`src/rtl/afs_pkg.sv`:
```
package afs_pkg;
  // Tag slot width and codec ID width are fixed by the link protocol.
  localparam int TAG_W = 16;
  localparam int CID_W = 2;
endpackage

```
`src/rtl/afs_desc_buffer.sv`:
```
// One-entry store for a frame descriptor, filled over valid/ready
// and emptied when the sequencer opens a frame.
module afs_desc_buffer #(
  parameter int NUM_SLOTS = 12,
  parameter int SLOT_W    = 20,
  parameter int CID_W     = afs_pkg::CID_W
) (
  input  logic                        clk,
  input  logic                        rst_n,
  input  logic                        in_valid,
  output logic                        in_ready,
  input  logic [NUM_SLOTS-1:0]        in_flags,
  input  logic [NUM_SLOTS*SLOT_W-1:0] in_data,
  input  logic [CID_W-1:0]            in_cid,
  input  logic                        take,
  output logic                        held,
  output logic [NUM_SLOTS-1:0]        flags,
  output logic [NUM_SLOTS*SLOT_W-1:0] data,
  output logic [CID_W-1:0]            cid
);
  logic accept;

  assign in_ready = !held;
  assign accept   = in_valid && !held;

  always_ff @(posedge clk or negedge rst_n) begin
    if (!rst_n) begin
      held  <= 1'b0;
      flags <= '0;
      data  <= '0;
      cid   <= '0;
    end else begin
      if (accept) begin
        held  <= 1'b1;
        flags <= in_flags;
        data  <= in_data;
        cid   <= in_cid;
      end else if (take) begin
        held <= 1'b0;
      end
    end
  end
endmodule

```
`src/rtl/afs_frame_builder.sv`:
```
// Combinational assembly of the full frame word: tag, then zero-stuffed slots.
module afs_frame_builder #(
  parameter int NUM_SLOTS = 12,
  parameter int SLOT_W    = 20,
  parameter int TAG_W     = afs_pkg::TAG_W,
  parameter int CID_W     = afs_pkg::CID_W,
  parameter int FRAME_W   = TAG_W + NUM_SLOTS * SLOT_W
) (
  input  logic                        have,
  input  logic [NUM_SLOTS-1:0]        flags,
  input  logic [NUM_SLOTS*SLOT_W-1:0] data,
  input  logic [CID_W-1:0]            cid,
  output logic [FRAME_W-1:0]          frame_word
);
  localparam int BODY_W  = NUM_SLOTS * SLOT_W;
  localparam int RSV_TOP = TAG_W - 2 - NUM_SLOTS;

  logic [TAG_W-1:0]  tag;
  logic [BODY_W-1:0] body;

  // frame-valid flag leads the tag
  assign tag[TAG_W-1] = |flags;

  // per-slot flags and payloads; slot 1 goes first
  for (genvar k = 0; k < NUM_SLOTS; k++) begin : g_slot
    assign tag[TAG_W-2-k] = flags[k];
    assign body[(NUM_SLOTS-1-k)*SLOT_W +: SLOT_W] =
      flags[k] ? data[k*SLOT_W +: SLOT_W] : '0;
  end

  // reserved positions between the flags and the codec ID
  for (genvar r = CID_W; r <= RSV_TOP; r++) begin : g_rsv
    assign tag[r] = 1'b0;
  end

  assign tag[CID_W-1:0] = cid;

  assign frame_word = have ? {tag, body} : '0;
endmodule

```
`src/rtl/afs_sequencer.sv`:
```
// Bit counter, frame shift register and the serial outputs.
module afs_sequencer #(
  parameter int TAG_W   = afs_pkg::TAG_W,
  parameter int FRAME_W = 256,
  parameter int CNT_W   = $clog2(FRAME_W)
) (
  input  logic               clk,
  input  logic               rst_n,
  input  logic               en,
  input  logic [FRAME_W-1:0] frame_word,
  output logic               load,
  output logic               active,
  output logic [CNT_W-1:0]   bit_cnt,
  output logic               frame_sync,
  output logic               ser_data,
  output logic               frame_start
);
  localparam logic [CNT_W-1:0] LAST_POS = CNT_W'(FRAME_W - 1);
  localparam logic [CNT_W-1:0] TAG_END  = CNT_W'(TAG_W);

  logic [FRAME_W-1:0] shreg;
  logic               at_last;
  logic               halt;

  assign at_last = active && (bit_cnt == LAST_POS);
  assign load    = en && (!active || at_last);
  assign halt    = at_last && !en;

  always_ff @(posedge clk or negedge rst_n) begin
    if (!rst_n) begin
      active  <= 1'b0;
      bit_cnt <= '0;
      shreg   <= '0;
    end else if (load) begin
      active  <= 1'b1;
      bit_cnt <= '0;
      shreg   <= frame_word;
    end else if (halt) begin
      active  <= 1'b0;
      bit_cnt <= '0;
    end else if (active) begin
      bit_cnt <= bit_cnt + CNT_W'(1);
      shreg   <= {shreg[FRAME_W-2:0], 1'b0};
    end
  end

  assign frame_sync  = active && (bit_cnt < TAG_END);
  assign ser_data    = active && shreg[FRAME_W-1];
  assign frame_start = active && (bit_cnt == '0);
endmodule

```
`src/rtl/audio_frame_tx.sv`:
```
module audio_frame_tx #(
  parameter int NUM_SLOTS = 12,
  parameter int SLOT_W    = 20
) (
  input  logic                        clk,
  input  logic                        rst_n,
  input  logic                        en,
  input  logic                        in_valid,
  output logic                        in_ready,
  input  logic [NUM_SLOTS-1:0]        in_slot_valid,
  input  logic [NUM_SLOTS*SLOT_W-1:0] in_slot_data,
  input  logic [afs_pkg::CID_W-1:0]   in_codec_id,
  output logic                        frame_sync,
  output logic                        ser_data,
  output logic                        frame_start
);
  localparam int TAG_W   = afs_pkg::TAG_W;
  localparam int CID_W   = afs_pkg::CID_W;
  localparam int FRAME_W = TAG_W + NUM_SLOTS * SLOT_W;
  localparam int CNT_W   = $clog2(FRAME_W);

  logic                        load;
  logic                        held;
  logic [NUM_SLOTS-1:0]        st_flags;
  logic [NUM_SLOTS*SLOT_W-1:0] st_data;
  logic [CID_W-1:0]            st_cid;
  logic [FRAME_W-1:0]          frame_word;
  logic                        active;
  logic [CNT_W-1:0]            bit_cnt;

  afs_desc_buffer #(.NUM_SLOTS(NUM_SLOTS), .SLOT_W(SLOT_W), .CID_W(CID_W)) u_buf (
    .clk      (clk),
    .rst_n    (rst_n),
    .in_valid (in_valid),
    .in_ready (in_ready),
    .in_flags (in_slot_valid),
    .in_data  (in_slot_data),
    .in_cid   (in_codec_id),
    .take     (load),
    .held     (held),
    .flags    (st_flags),
    .data     (st_data),
    .cid      (st_cid)
  );

  afs_frame_builder #(
    .NUM_SLOTS(NUM_SLOTS), .SLOT_W(SLOT_W), .TAG_W(TAG_W),
    .CID_W(CID_W), .FRAME_W(FRAME_W)
  ) u_build (
    .have       (held),
    .flags      (st_flags),
    .data       (st_data),
    .cid        (st_cid),
    .frame_word (frame_word)
  );

  afs_sequencer #(.TAG_W(TAG_W), .FRAME_W(FRAME_W), .CNT_W(CNT_W)) u_seq (
    .clk         (clk),
    .rst_n       (rst_n),
    .en          (en),
    .frame_word  (frame_word),
    .load        (load),
    .active      (active),
    .bit_cnt     (bit_cnt),
    .frame_sync  (frame_sync),
    .ser_data    (ser_data),
    .frame_start (frame_start)
  );
endmodule

```
`config.mk`:
```
export PLATFORM = sky130hd
export DESIGN_NAME = audio_frame_tx
export DESIGN_NICKNAME = d
export VERILOG_FILES = /design/src/rtl/afs_pkg.sv /design/src/rtl/afs_desc_buffer.sv /design/src/rtl/afs_frame_builder.sv /design/src/rtl/afs_sequencer.sv /design/src/rtl/audio_frame_tx.sv
export SDC_FILE = /design/constraint.sdc
export NUM_CORES = 1
export LEC_CHECK = 0
export ABC_AREA = 0
export BUFFER_PORTS_ARGS = -buffer_cell sky130_fd_sc_hd__buf_2
export CORE_MARGIN = 2
export CORE_UTILIZATION = 63
export CTS_CLUSTER_SIZE = 20
export DETAILED_ROUTE_END_ITERATION = 8
export PLACE_DENSITY = 0.87
export SLEW_MARGIN = 10
export SYNTH_ARGS = -nofsm -noshare
export SYNTH_HDL_FRONTEND = slang
export SYNTH_SLANG_ARGS = --single-unit
```
`constraint.sdc`:
```
create_clock -name clk -period 4.3 [get_ports clk]
set_clock_uncertainty 0.15 [all_clocks]
set_input_delay 0.86 -clock clk [delete_from_list [all_inputs] [get_ports clk]]
set_output_delay 0.86 -clock clk [all_outputs]
set_load 0.005 [all_outputs]
```
Yosys cells after proc, flatten, opt, wreduce, memory -nomap -nowiden

Cells that the tools add are included.
Widths: inputs -> output; s select.

Add/subtract/negate cells: 1
$lt $le $gt $ge: 1
Eq/ne operators: 2
Mux-type cells: 23
Reduce and logical (&&, ||, !) cells: 18

Operators with widths:

| operator            | count |
|---|---|
| $mux 256            | 4 |
| $mux 20             | 12 |
| $mux 8              | 3 |
| $reduce_or 12->1    | 1 |
| $add 8x1->8 const B | 1 |
| $eq 8x8->1 const B  | 1 |
| $logic_not 8->1     | 1 |
| $lt 8x5->1 const B  | 1 |
| $logic_and 1x1->1   | 7 |
| $reduce_bool 2->1   | 3 |
| $mux 1              | 4 |
| $logic_not 1->1     | 3 |
| $reduce_bool 3->1   | 1 |
| $ne 2x2->1 const B  | 1 |
| $reduce_and 2->1    | 1 |
| $logic_or 1x1->1    | 1 |

Register bits: 520
Input port bits: 258
Output and inout bits: 4
Word-level logic and storage cells: 52

Longest topological paths before layout

Gate-level depths: netlist (run 1).

Depth in word-level cells: 6
Mapped depth: 8
Gate-level depth less buffers: 5

By module

Synthesis (run 1) repeated with hierarchy kept, for this count alone.

Cells, all modules: 2024
Area total of the unflattened synthesis: 24344.6 µm²

Modules (own cells, without submodules):

| module            | instances | cells an instance | area each (µm²) | seq. area each (µm²) |
|---|---|---|---|---|
| afs_sequencer     | 1         | 1171              | 12588.3         | 6631.4 |
| afs_desc_buffer   | 1         | 540               | 9897.0          | 6381.1 |
| afs_frame_builder | 1         | 313               | 1859.3          | 0.0 |

Worst setup path before layout (run 1)

No wires, ideal clock.

Kind: in2reg
Start: input in_valid
End: register u_buf.data[137]
Setup time: 125 ps
Arrival time: 1918 ps
Required time: 4025 ps
Setup slack: 2107 ps
Stages: 4
Buffers on the path: 2
Cells stage by stage: nor2b_1 > clkbuf_1 > buf_2 > mux2_2

Longest elaborated chain between the ends: 1

Ends and longest elaborated chain:

| what                   | line                  | text |
|---|---|---|
| start: declaration     | audio_frame_tx.sv:8   | `input logic in_valid,` |
| $logic_and 1x1->1      | afs_desc_buffer.sv:24 | `assign accept = in_valid && !held;` |
| end signal: assignment | afs_desc_buffer.sv:36 | `data <= in_data;` |
| end: declaration       | afs_desc_buffer.sv:18 | `output logic [NUM_SLOTS*SLOT_W-1:0] data,` |

Every way passes these cells.
A chain may end at the register's enable or synchronous reset.

Final worst setup path (run 1)

Start: register u_seq.active
End: output frame_start

Longest elaborated chain between the ends: 1

Ends and longest elaborated chain:

| what                     | line                 | text |
|---|---|---|
| start: declaration       | afs_sequencer.sv:12  | `output logic active,` |
| start signal: assignment | afs_sequencer.sv:31  | `active <= 1'b0;` |
| start signal: assignment | afs_sequencer.sv:35  | `active <= 1'b1;` |
| start signal: assignment | afs_sequencer.sv:39  | `active <= 1'b0;` |
| $logic_and 1x1->1        | afs_sequencer.sv:49  | `assign frame_start = active && (bit_cnt == '0);` |
| end: declaration         | audio_frame_tx.sv:15 | `output logic frame_start` |

Every way passes these cells.

==> results.json, run 1 <==
{
  "place_ws_ns": 1.14,
  "die_w_um": 189,
  "critPathTopFamily": "simple AND/OR/NAND/NOR gates",
  "cp_slowest_cell": "dfrtp_1",
  "grt.overflow.total": 0,
  "r2r-end": "u_buf.held",
  "rows": 67,
  "outcome": "complete, no violations",
  "antenna_left": 0,
  "p_per_area_mw_per_mm2": 570,
  "synth_top_area_cell": "dfrtp_1",
  "synth_top_family_by_area": "compound AO/OA/AOI/OAI gates",
  "max-vdd-ir-drop_mv": 0.377,
  "crit_buf_inv": 1,
  "grt_start_max_net_pins": 215,
  "cts_buffer_depth": 3,
  "power.internal_w": 0.0104,
  "yosysUniqueCellTypes": 36,
  "hold_viol_final": 0,
  "dpl.hpwl_um": 29200,
  "gp_congestion": 0.776,
  "reg2reg_slack_ns": 1.46,
  "h-tree-depth": 2,
  "grtUsageTotal_pct": 27.2,
  "via_per_inst": 6.14,
  "nets": 2198,
  "crit_path_end_kind": "primary output",
  "yosys.area_share.simple_pct": 5.73,
  "crit_fanout": 8,
  "synth_top_area_share_pct": 60.4,
  "yosysSeqAreaShare_pct": 60.4,
  "final_max_slew_viol_count": 0,
  "p_leak_nw": 10.8,
  "drc": 0,
  "cpPeakStageDelay_ns": 0.55,
  "synthCells": 1749,
  "fin_setup_tns_ns": 0,
  "setup_viol": 0,
  "seqPwrFrac_pct": 53.0,
  "holdBufCountCts": 0,
  "fin_ws_ns": 1.42,
  "synth_edf_count": 0,
  "synth_common_cells": "dfrtp_1, nor2_1, a21oi_1, mux2_2, o2bb2ai_1",
  "dieHeight_um": 189,
  "syn2layout_area_growth_pct": 14.2,
  "insertion_delay_ns": 0.57,
  "cts_buffers": 51,
  "cts_tree": "built",
  "timing.fmax_mhz": 347,
  "avgSynthCellArea_sq_um": 12.3,
  "netlist_area_sq_mm": 0.0215,
  "combPwrFrac_pct": 15.1,
  "switching_share_pct": 25.6,
  "synthXorXnorAreaFrac_pct": 0.122,
  "fin_crit_ns": 2.88,
  "post_cts_buffers": 0,
  "finalWirelength_um": 47800,
  "required_ns": 3.29,
  "yosysWarnings": 0,
  "synth_compound_area_share_pct": 16.6,
  "dominantRegCellSynth": "dfrtp_1",
  "grt_setup_unrepaired": "false",
  "hp-class": "primary input to async pin",
  "syn_nets": 2009,
  "yosys-top-cells-area": "dfrtp_1, mux2_2, o2bb2ai_1, a21oi_1, nor2_1",
  "antenna_found_initial": 19,
  "firstDrtPassIters": 5,
  "layout-drive-gt1-share_pct": 31.6,
  "power.net_switching_w": 0.00359,
  "yosys.area_share.adder_pct": 0.116,
  "tightest_slew_ns": 1.02,
  "ios": 262,
  "drt-initial-drc-count": 1187,
  "drv_cap": 0,
  "crit_arrival_ns": 1.87,
  "routedWlPerCell_um": 19.7,
  "critPathKind": "flop to primary output",
  "grt_first_pass_wirelength_um": 78400,
  "reg2reg_from": "u_seq.bit_cnt[0]",
  "grt_pass1_vias": 15300,
  "port_buffers": 261,
  "crit_path_cell_trace": "nand2_1 > nor4_1 > and3_1 > buf_2",
  "clkSinkCount": 520,
  "vias": 14900,
  "async_reset_ff_share_pct": 100,
  "slew_headroom_pct": 32.2,
  "cts_resized": 0,
  "cp-start-kind": "flop",
  "r2r.worst_path.cells": 6,
  "min_period_over_period_pct": 67.0,
  "synthMuxAreaShare_pct": 13.3,
  "core_sq_mm": 0.0336,
  "clk_pin_slew_ns": 0.06,
  "root_buffer": "clkbuf_16",
  "start_util_pct": 64.1,
  "die-area_sq_mm": 0.0357,
  "yosysMostFrequentCell": "dfrtp_1",
  "clkPwrFrac_pct": 32.0,
  "synth-seq-cells": 520
}
## sequential cells by signal, indices dropped and copies added, names as in the netlist
| name | cells |
|---|---|
| u_buf.data | 240 |
| u_buf.flags | 12 |
| u_buf.cid | 2 |
| u_seq.shreg | 256 |
| u_seq.bit_cnt | 8 |
| u_buf.held | 1 |
| u_seq.active | 1 |
## worst max path at each step
stage | startpoint | end | slack, ns | cells past startpoint
final | u_seq.active | frame_start | 1.42 | 4
after CTS | u_seq.active | frame_start | 1.41 | 4
after floorplan | in_valid | u_buf.data[137] | 2.11 | 4
after detailed placement | en | u_seq.shreg[210] | 1.14 | 5
after global routing | u_seq.bit_cnt[0] | u_buf.held | 1.24 | 6
after global placement | en | u_seq.shreg[247] | 1.18 | 5
## metal layers
metal / track usage (%) / vias to the layer above / routed length [um]
li1: - / 6682 / -
met1: 36.2 / 7599 / 19600
met2: 44.8 / 459 / 23700
met3: 5.67 / 132 / 3000
met4: 9.28 / 22 / 1380
met5: 0 / - / 144
## stage by stage
step	instance area [sq um]	hold WS, ns	instances	total power, W	util, %
3_3_place_gp	22900	0.306	2333	0.00934	68.1
2_1_floorplan	21500	0.289	1749	0.00876	-
4_1_cts	24600	0.145	2419	0.0141	73.1
3_5_place_dp	22900	0.314	2333	0.00960	68.1
5_1_grt	24600	0.175	2423	0.0147	73.1
6_report	24600	0.119	2427	0.0140	73.2
## layout by cell type, fill, tap and decap left out, drive strengths merged, types with 2 or more instances in the layout
master   instances
a21oi          254
a221oi           4
and3            15
buf            277
bufinv           4
clkbuf          77
clkinv           4
dfrtp          520
diode            8
ha               2
inv              8
mux2           254
nand2           11
nand3            6
nor2           261
nor4             4
o21ai            6
o21bai          11
o2bb2ai        239
xnor2            2
## power groups by stage
stage	registers, W	logic (W)	clock network (W)
2_1_floorplan	0.00713	0.00163	0
3_3_place_gp	0.00737	0.00197	0
3_5_place_dp	0.00748	0.00212	0
4_1_cts	0.00742	0.00215	0.00455
5_1_grt	0.00760	0.00234	0.00475
6_report	0.00743	0.00211	0.00448
## logic make-up (layout without fill, tap and decap cells)
family,Yosys count,after routing
AO/OA/AOI/OAI,519,519
buffers and inverters,148,370
XOR/XNOR,3,3
AND/OR/NAND/NOR,303,303
flip-flops,520,520
adder cells (fa/ha/maj),2,2
multiplexers,254,254
other,0,8
## cell type report
| class | count | area, sq um |
|---|---|---|
| antenna | 8 | 20.0 |
| clock buffer | 77 | 1540 |
| clock inverter | 9 | 164 |
| fill | 2161 | 9020 |
| inverter | 7 | 33.8 |
| multi-input combinational | 1081 | 7740 |
| sequential | 520 | 13000 |
| tap | 448 | 561 |
| timing repair buffer | 277 | 1540 |
Power figures use the tool's default switching activity.
==> run 2, diff against run 1 <==
--- a/config.mk
+++ b/config.mk
@@ -5,13 +5,13 @@
 export SDC_FILE = /design/constraint.sdc
 export NUM_CORES = 1
 export LEC_CHECK = 0
-export ABC_AREA = 0
+export ABC_AREA = 1
 export BUFFER_PORTS_ARGS = -buffer_cell sky130_fd_sc_hd__buf_2
 export CORE_MARGIN = 2
-export CORE_UTILIZATION = 63
+export CORE_UTILIZATION = 58
 export CTS_CLUSTER_SIZE = 20
 export DETAILED_ROUTE_END_ITERATION = 8
-export PLACE_DENSITY = 0.87
+export PLACE_DENSITY = 0.81
 export SLEW_MARGIN = 10
 export SYNTH_ARGS = -nofsm -noshare
 export SYNTH_HDL_FRONTEND = slang
==> constraint.sdc (replaced) <==
create_clock -name clk -period 2.69 [get_ports clk]
set_clock_uncertainty 0.15 [all_clocks]
set_input_delay 0.538 -clock clk [delete_from_list [all_inputs] [get_ports clk]]
set_output_delay 0.538 -clock clk [all_outputs]
set_load 0.005 [all_outputs]
==> results.json, run 2 <==
{
  "cts_tree": "built",
  "place_area_sq_mm": 0.0241,
  "synth_common_cells": "dfrtp_1, nand3_1, nand2_1",
  "slew_headroom_pct": 50.1,
  "fin_setup_tns_ns": 0,
  "post_cts_buffers": 0,
  "cts_buffers": 52,
  "r2r.worst_path.cells": 8,
  "crit_arrival_ns": 1.72,
  "power.net_switching_w": 0.00667,
  "p_per_area_mw_per_mm2": 903,
  "syn_nets": 2358,
  "synth_top_area_share_pct": 57.8,
  "combPwrFrac_pct": 18.0,
  "nets": 2525,
  "firstDrtPassIters": 6,
  "outcome": "complete, no violations",
  "holdBufCountCts": 1,
  "cp-start-kind": "flop",
  "clk_pin_slew_ns": 0.06,
  "largest-register": "u_seq.shreg",
  "dominantRegCellSynth": "dfrtp_1",
  "timing.fmax_mhz": 416,
  "syn2layout_area_growth_pct": 14.6,
  "min_period_over_period_pct": 89.3,
  "tightest_slew_ns": 0.748,
  "fin_ws_ns": 0.287,
  "ios": 262,
  "yosysMostFrequentCell": "dfrtp_1",
  "power.internal_w": 0.0166,
  "finalWirelength_um": 53400,
  "grt_start_max_net_pins": 120,
  "layout_commonest_cell": "dfrtp_1",
  "design_area_sq_mm": 0.0258,
  "die-area_sq_mm": 0.0404,
  "hold_viol_final": 0,
  "final_max_slew_viol_count": 0,
  "grtUsageTotal_pct": 26.4,
  "setup_viol": 0,
  "h-tree-depth": 2,
  "core_sq_mm": 0.0385,
  "yosysSeqAreaShare_pct": 57.8,
  "die_w_um": 201,
  "hp-class": "primary input to flop",
  "vias": 17100,
  "rows": 72,
  "yosysUniqueCellTypes": 24,
  "hold_depth": 2,
  "clkPwrFrac_pct": 31.4,
  "async_reset_ff_share_pct": 100,
  "cts_resized": 0,
  "synth_edf_count": 0,
  "switching_share_pct": 28.6,
  "reg.largest.list": "u_seq.shreg: 256 flops, u_buf.data: 240 flops, u_buf.flags: 12 flops",
  "dieHeight_um": 201,
  "via_per_inst": 6.06,
  "clkSinkCount": 520,
  "max-vdd-ir-drop_mv": 0.653,
  "largest_register_ffs": 256,
  "synth-seq-cells": 520,
  "synth_top_area_cell": "dfrtp_1",
  "drt-initial-drc-count": 1588,
  "dp.cells": 2728,
  "grt_first_pass_wirelength_um": 87700,
  "root_buffer": "clkbuf_16",
  "synthCells": 2098,
  "cts_buffer_depth": 3,
  "crit_path_end_kind": "primary output",
  "crit_fanout": 3,
  "grt_setup_unrepaired": "false",
  "required_ns": 2.00,
  "layout_common_cells": "dfrtp_1, nand3_1, nand2_1, buf_2, mux2_2",
  "place_ws_ns": 0.468,
  "final_cells": 2823,
  "avgSynthCellArea_sq_um": 10.7,
  "critPathKind": "flop to primary output",
  "drv_cap": 0,
  "drc": 0,
  "port_buffers": 261,
  "fin_crit_ns": 2.40,
  "netlist_area_sq_mm": 0.0225,
  "p_leak_nw": 12.1,
  "yosys-top-cells-area": "dfrtp_1, mux2_2, nand3_1, nand4_1, nand2_1",
  "routedWlPerCell_um": 18.9,
  "yosysWarnings": 0,
  "antenna_left": 0,
  "seqPwrFrac_pct": 50.6,
  "dpl.hpwl_um": 32400,
  "start_util_pct": 58.5,
  "insertion_delay_ns": 0.58,
  "gp_congestion": 0.824,
  "grt.overflow.total": 0,
  "grt_pass1_vias": 17100,
  "antenna_found_initial": 5,
  "layout-drive-gt1-share_pct": 27.9
}
-- run 2: power by group through the flow --
| stage | Sequential (W) | Combinational (W) | Clock (W) |
|---|---|---|---|
| final | 0.0118 | 0.00419 | 0.00731 |
| after global routing | 0.0120 | 0.00463 | 0.00779 |
| after CTS | 0.0117 | 0.00424 | 0.00745 |
| after detailed placement | 0.0118 | 0.00419 | 0 |
| after global placement | 0.0117 | 0.00396 | 0 |
| after floorplan | 0.0112 | 0.00319 | 0 |
-- run 2: final timing paths --
path / from / end / slack, ns
setup / recovery: u_seq.bit_cnt[1] / frame_start / 0.29
max in group asynchronous: rst_n / u_buf.data[64] / 1.17
min in group asynchronous: rst_n / u_buf.data[29] / 0.31
hold / removal: in_slot_data[135] / u_buf.data[135] / 0.03
setup reg to reg: u_seq.bit_cnt[0] / u_seq.shreg[176] / 0.42
hold reg to reg: u_seq.shreg[46] / u_seq.shreg[47] / 0.34
-- run 2: cells by family (layout without fill, tap and decap cells) --
| group | after synthesis | in the layout | synth area share [%] |
|---|---|---|---|
| compound gates | 20 | 20 | 0.511 |
| other cells | 0 | 3 | 0 |
| fa+ha+maj | 2 | 2 | 0.111 |
| xor+xnor | 2 | 2 | 0.0778 |
| simple gates | 1083 | 1083 | 23.7 |
| flops | 520 | 520 | 57.8 |
| buf+inv | 221 | 425 | 5.28 |
| mux | 250 | 250 | 12.5 |
-- run 2: worst max-delay path: stages, from the launching register on --
cell and delay (ns):
dfrtp_1 0.40, inv_1 0.09, ha_1 0.14, nand3_1 0.08
nor3_1 0.26, buf_2 0.17
-- run 2: cell type report --
type,count,area (sq um)
Antenna cell,3,7.51
Sequential cell,520,13000
Timing Repair Buffer,305,1970
Fill cell,2894,12700
Tap cell,518,648
Inverter,29,116
Clock inverter,17,216
Multi-Input combinational cell,1357,8330
Clock buffer,74,1500
-- run 2: per-layer routing --
metal / global-route usage [%] / share of wire [%] / vias to the layer above
li1: - / - / 7787
met2: 42.3 / 49 / 658
met1: 36.6 / 42 / 8555
met4: 9.47 / 2.7 / 4
met3: 4.51 / 6.5 / 112
met5: 0 / 0.039 / -
-- run 2: stage by stage --
step	total power [W]	hold slack [ns]	util, %
floorplan	0.0144	0.0924	-
global placement	0.0157	0.322	62.6
detailed placement	0.0160	0.318	62.6
CTS	0.0234	0.00353	67.0
global route	0.0244	0.0104	67.0
finish	0.0233	0.0316	67.1
==> run 3, diff against run 2 <==
--- a/config.mk
+++ b/config.mk
@@ -11,6 +11,7 @@
 export CORE_UTILIZATION = 58
 export CTS_CLUSTER_SIZE = 20
 export DETAILED_ROUTE_END_ITERATION = 8
+export GPL_TIMING_DRIVEN = 0
 export PLACE_DENSITY = 0.81
 export SLEW_MARGIN = 10
 export SYNTH_ARGS = -nofsm -noshare
==> results.json, run 3 (synthesis gave the netlist of run 2 again) <==
{
  "cts_buffers": 54,
  "place_area_sq_mm": 0.0246,
  "ios": 262,
  "crit_fanout": 10,
  "crit_path_end_kind": "flop",
  "reg2reg_slack_ns": 0.33,
  "grt_first_pass_wirelength_um": 92000,
  "grt_start_max_net_pins": 112,
  "grt_setup_unrepaired": "false",
  "max-vdd-ir-drop_mv": 0.730,
  "ff_latch_area_sq_mm": 0.0130,
  "vias": 17800,
  "setup_viol": 0,
  "cp-start-kind": "flop",
  "slew_headroom_pct": 37.5,
  "cts_buffer_depth": 3,
  "p_per_area_mw_per_mm2": 900,
  "crit_path_cell_trace": "inv_1 > nand2_1 > buf_2 > buf_4 > mux2_2",
  "antenna_left": 0,
  "drv_cap": 0,
  "tightest_slew_ns": 0.938,
  "cpPeakStageDelay_ns": 0.49,
  "drc": 0,
  "p_leak_nw": 12.5,
  "fin_crit_ns": 2.36,
  "rows": 72,
  "drt-initial-drc-count": 1672,
  "start_util_pct": 58.5,
  "nets": 2681,
  "clkSinkCount": 520,
  "antenna_found_initial": 10,
  "n_fill_cell": 2810,
  "root_buffer": "clkbuf_16",
  "grt.overflow.total": 0,
  "largest_register_ffs": 256,
  "die-area_sq_mm": 0.0404,
  "via_per_inst": 5.97,
  "port_buffers": 261,
  "routedWlPerCell_um": 18.9,
  "outcome": "complete, no violations",
  "insertion_delay_ns": 0.59,
  "min_period_over_period_pct": 87.8,
  "syn2layout_area_growth_pct": 17.7,
  "drt-met1-wl_um": 23700,
  "crit_arrival_ns": 2.69,
  "clk_pin_slew_ns": 0.06,
  "design_area_sq_mm": 0.0265,
  "largest-register": "u_seq.shreg",
  "cts_tree": "built",
  "layout_common_cells": "dfrtp_1, nand3_1, nand2_1, buf_2, mux2_2",
  "met3_length_um": 3880,
  "final_max_slew_viol_count": 0,
  "multi_input_area_sq_mm": 0.00831,
  "core_sq_mm": 0.0385,
  "critPathKind": "flop to flop",
  "dpl.hpwl_um": 39600,
  "dieHeight_um": 201,
  "grtUsageTotal_pct": 28.2,
  "reg.largest.list": "u_seq.shreg: 256 flops, u_buf.data: 240 flops, u_buf.flags: 12 flops",
  "timing.fmax_mhz": 423,
  "fin_setup_tns_ns": 0,
  "layout-drive-gt1-share_pct": 28.7,
  "finalWirelength_um": 56500,
  "layout_commonest_cell": "dfrtp_1",
  "fin_ws_ns": 0.328,
  "cp_slowest_cell": "dfrtp_1",
  "hold_viol_final": 0,
  "grt_pass1_vias": 18000,
  "met2_length_um": 27200,
  "whs_ns": 0.0280,
  "required_ns": 3.01,
  "highest_layer": "met5",
  "firstDrtPassIters": 6,
  "die_w_um": 201,
  "hp-class": "primary input to flop",
  "gp_congestion": 0.851,
  "h-tree-depth": 2,
  "place_ws_ns": 0.203
}
==> run 3: changes by cell type in the layout (fill, tap and decap cells not counted), sizes merged <==
| cell | previous run | this run |
|---|---|---|
| clkinv | 11 | 7 |
| buf | 303 | 372 |
| diode | 3 | 7 |
| bufinv | 5 | 4 |
| inv | 29 | 30 |
| clkbuf | 75 | 171 |
==> run 3: path summary, 6_finish.rpt <==
path | startpoint | cells after the start | end
setup / recovery | u_buf.held | 5 | u_buf.data[123]
hold / removal | in_slot_data[114] | 2 | u_buf.data[114]
setup reg to reg | u_buf.held | 5 | u_buf.data[123]
hold reg to reg | u_seq.shreg[40] | 2 | u_seq.shreg[41]
max in group asynchronous | rst_n | 4 | u_buf.data[147]
min in group asynchronous | rst_n | 2 | u_buf.data[29]
==> run 3: per-layer routing <==
layer	vias up	track usage, %
met2	746	46.3
li1	8121	-
met5	-	0
met1	8833	38.4
met4	6	9.76
met3	120	4.77
==> run 3: worst max-delay path, delay by kind of cell, from the launching register on <==
| family | cells | cell delay (ns) |
|---|---|---|
| buf+inv | 3 | 0.89 |
| flops | 1 | 0.49 |
| mux | 1 | 0.36 |
| simple gates | 1 | 0.35 |
==> run 3: cell type report <==
class	instances	share of cell area (%)
Sequential cell	520	49.1
Multi-Input combinational cell	1357	31.4
Clock buffer	85	6.35
Timing Repair Buffer	267	5.53
Buffer	192	4.08
Tap cell	518	2.45
Clock inverter	13	0.647
Inverter	29	0.411
Antenna cell	7	0.0661
==> run 3: per-stage QoR <==
| stage | total power (W) | std cells | utilization [%] |
|---|---|---|---|
| 4_1_cts | 0.0239 | 2981 | 68.8 |
| 3_3_place_gp | 0.0159 | 2877 | 63.6 |
| 6_report | 0.0238 | 2988 | 68.9 |
| 3_5_place_dp | 0.0162 | 2882 | 64.0 |
| 2_1_floorplan | 0.0144 | 2098 | - |
| 5_1_grt | 0.0250 | 2985 | 68.8 |
==> run 3: power breakdown <==
group | switching [W] | internal, W
clock network | 0.00305 | 0.00465
logic | 0.00218 | 0.00215
registers | 0.00158 | 0.0102
total | 0.00681 | 0.0170
==> run 3: repair_timing <==
| action | CTS | global route |
|---|---|---|
| resized for setup | 0 | 0 |
| hold endpoints to repair | 58 | 0 |
| hold buffers | 1 | 0 |
| setup buffers | 0 | 0 |
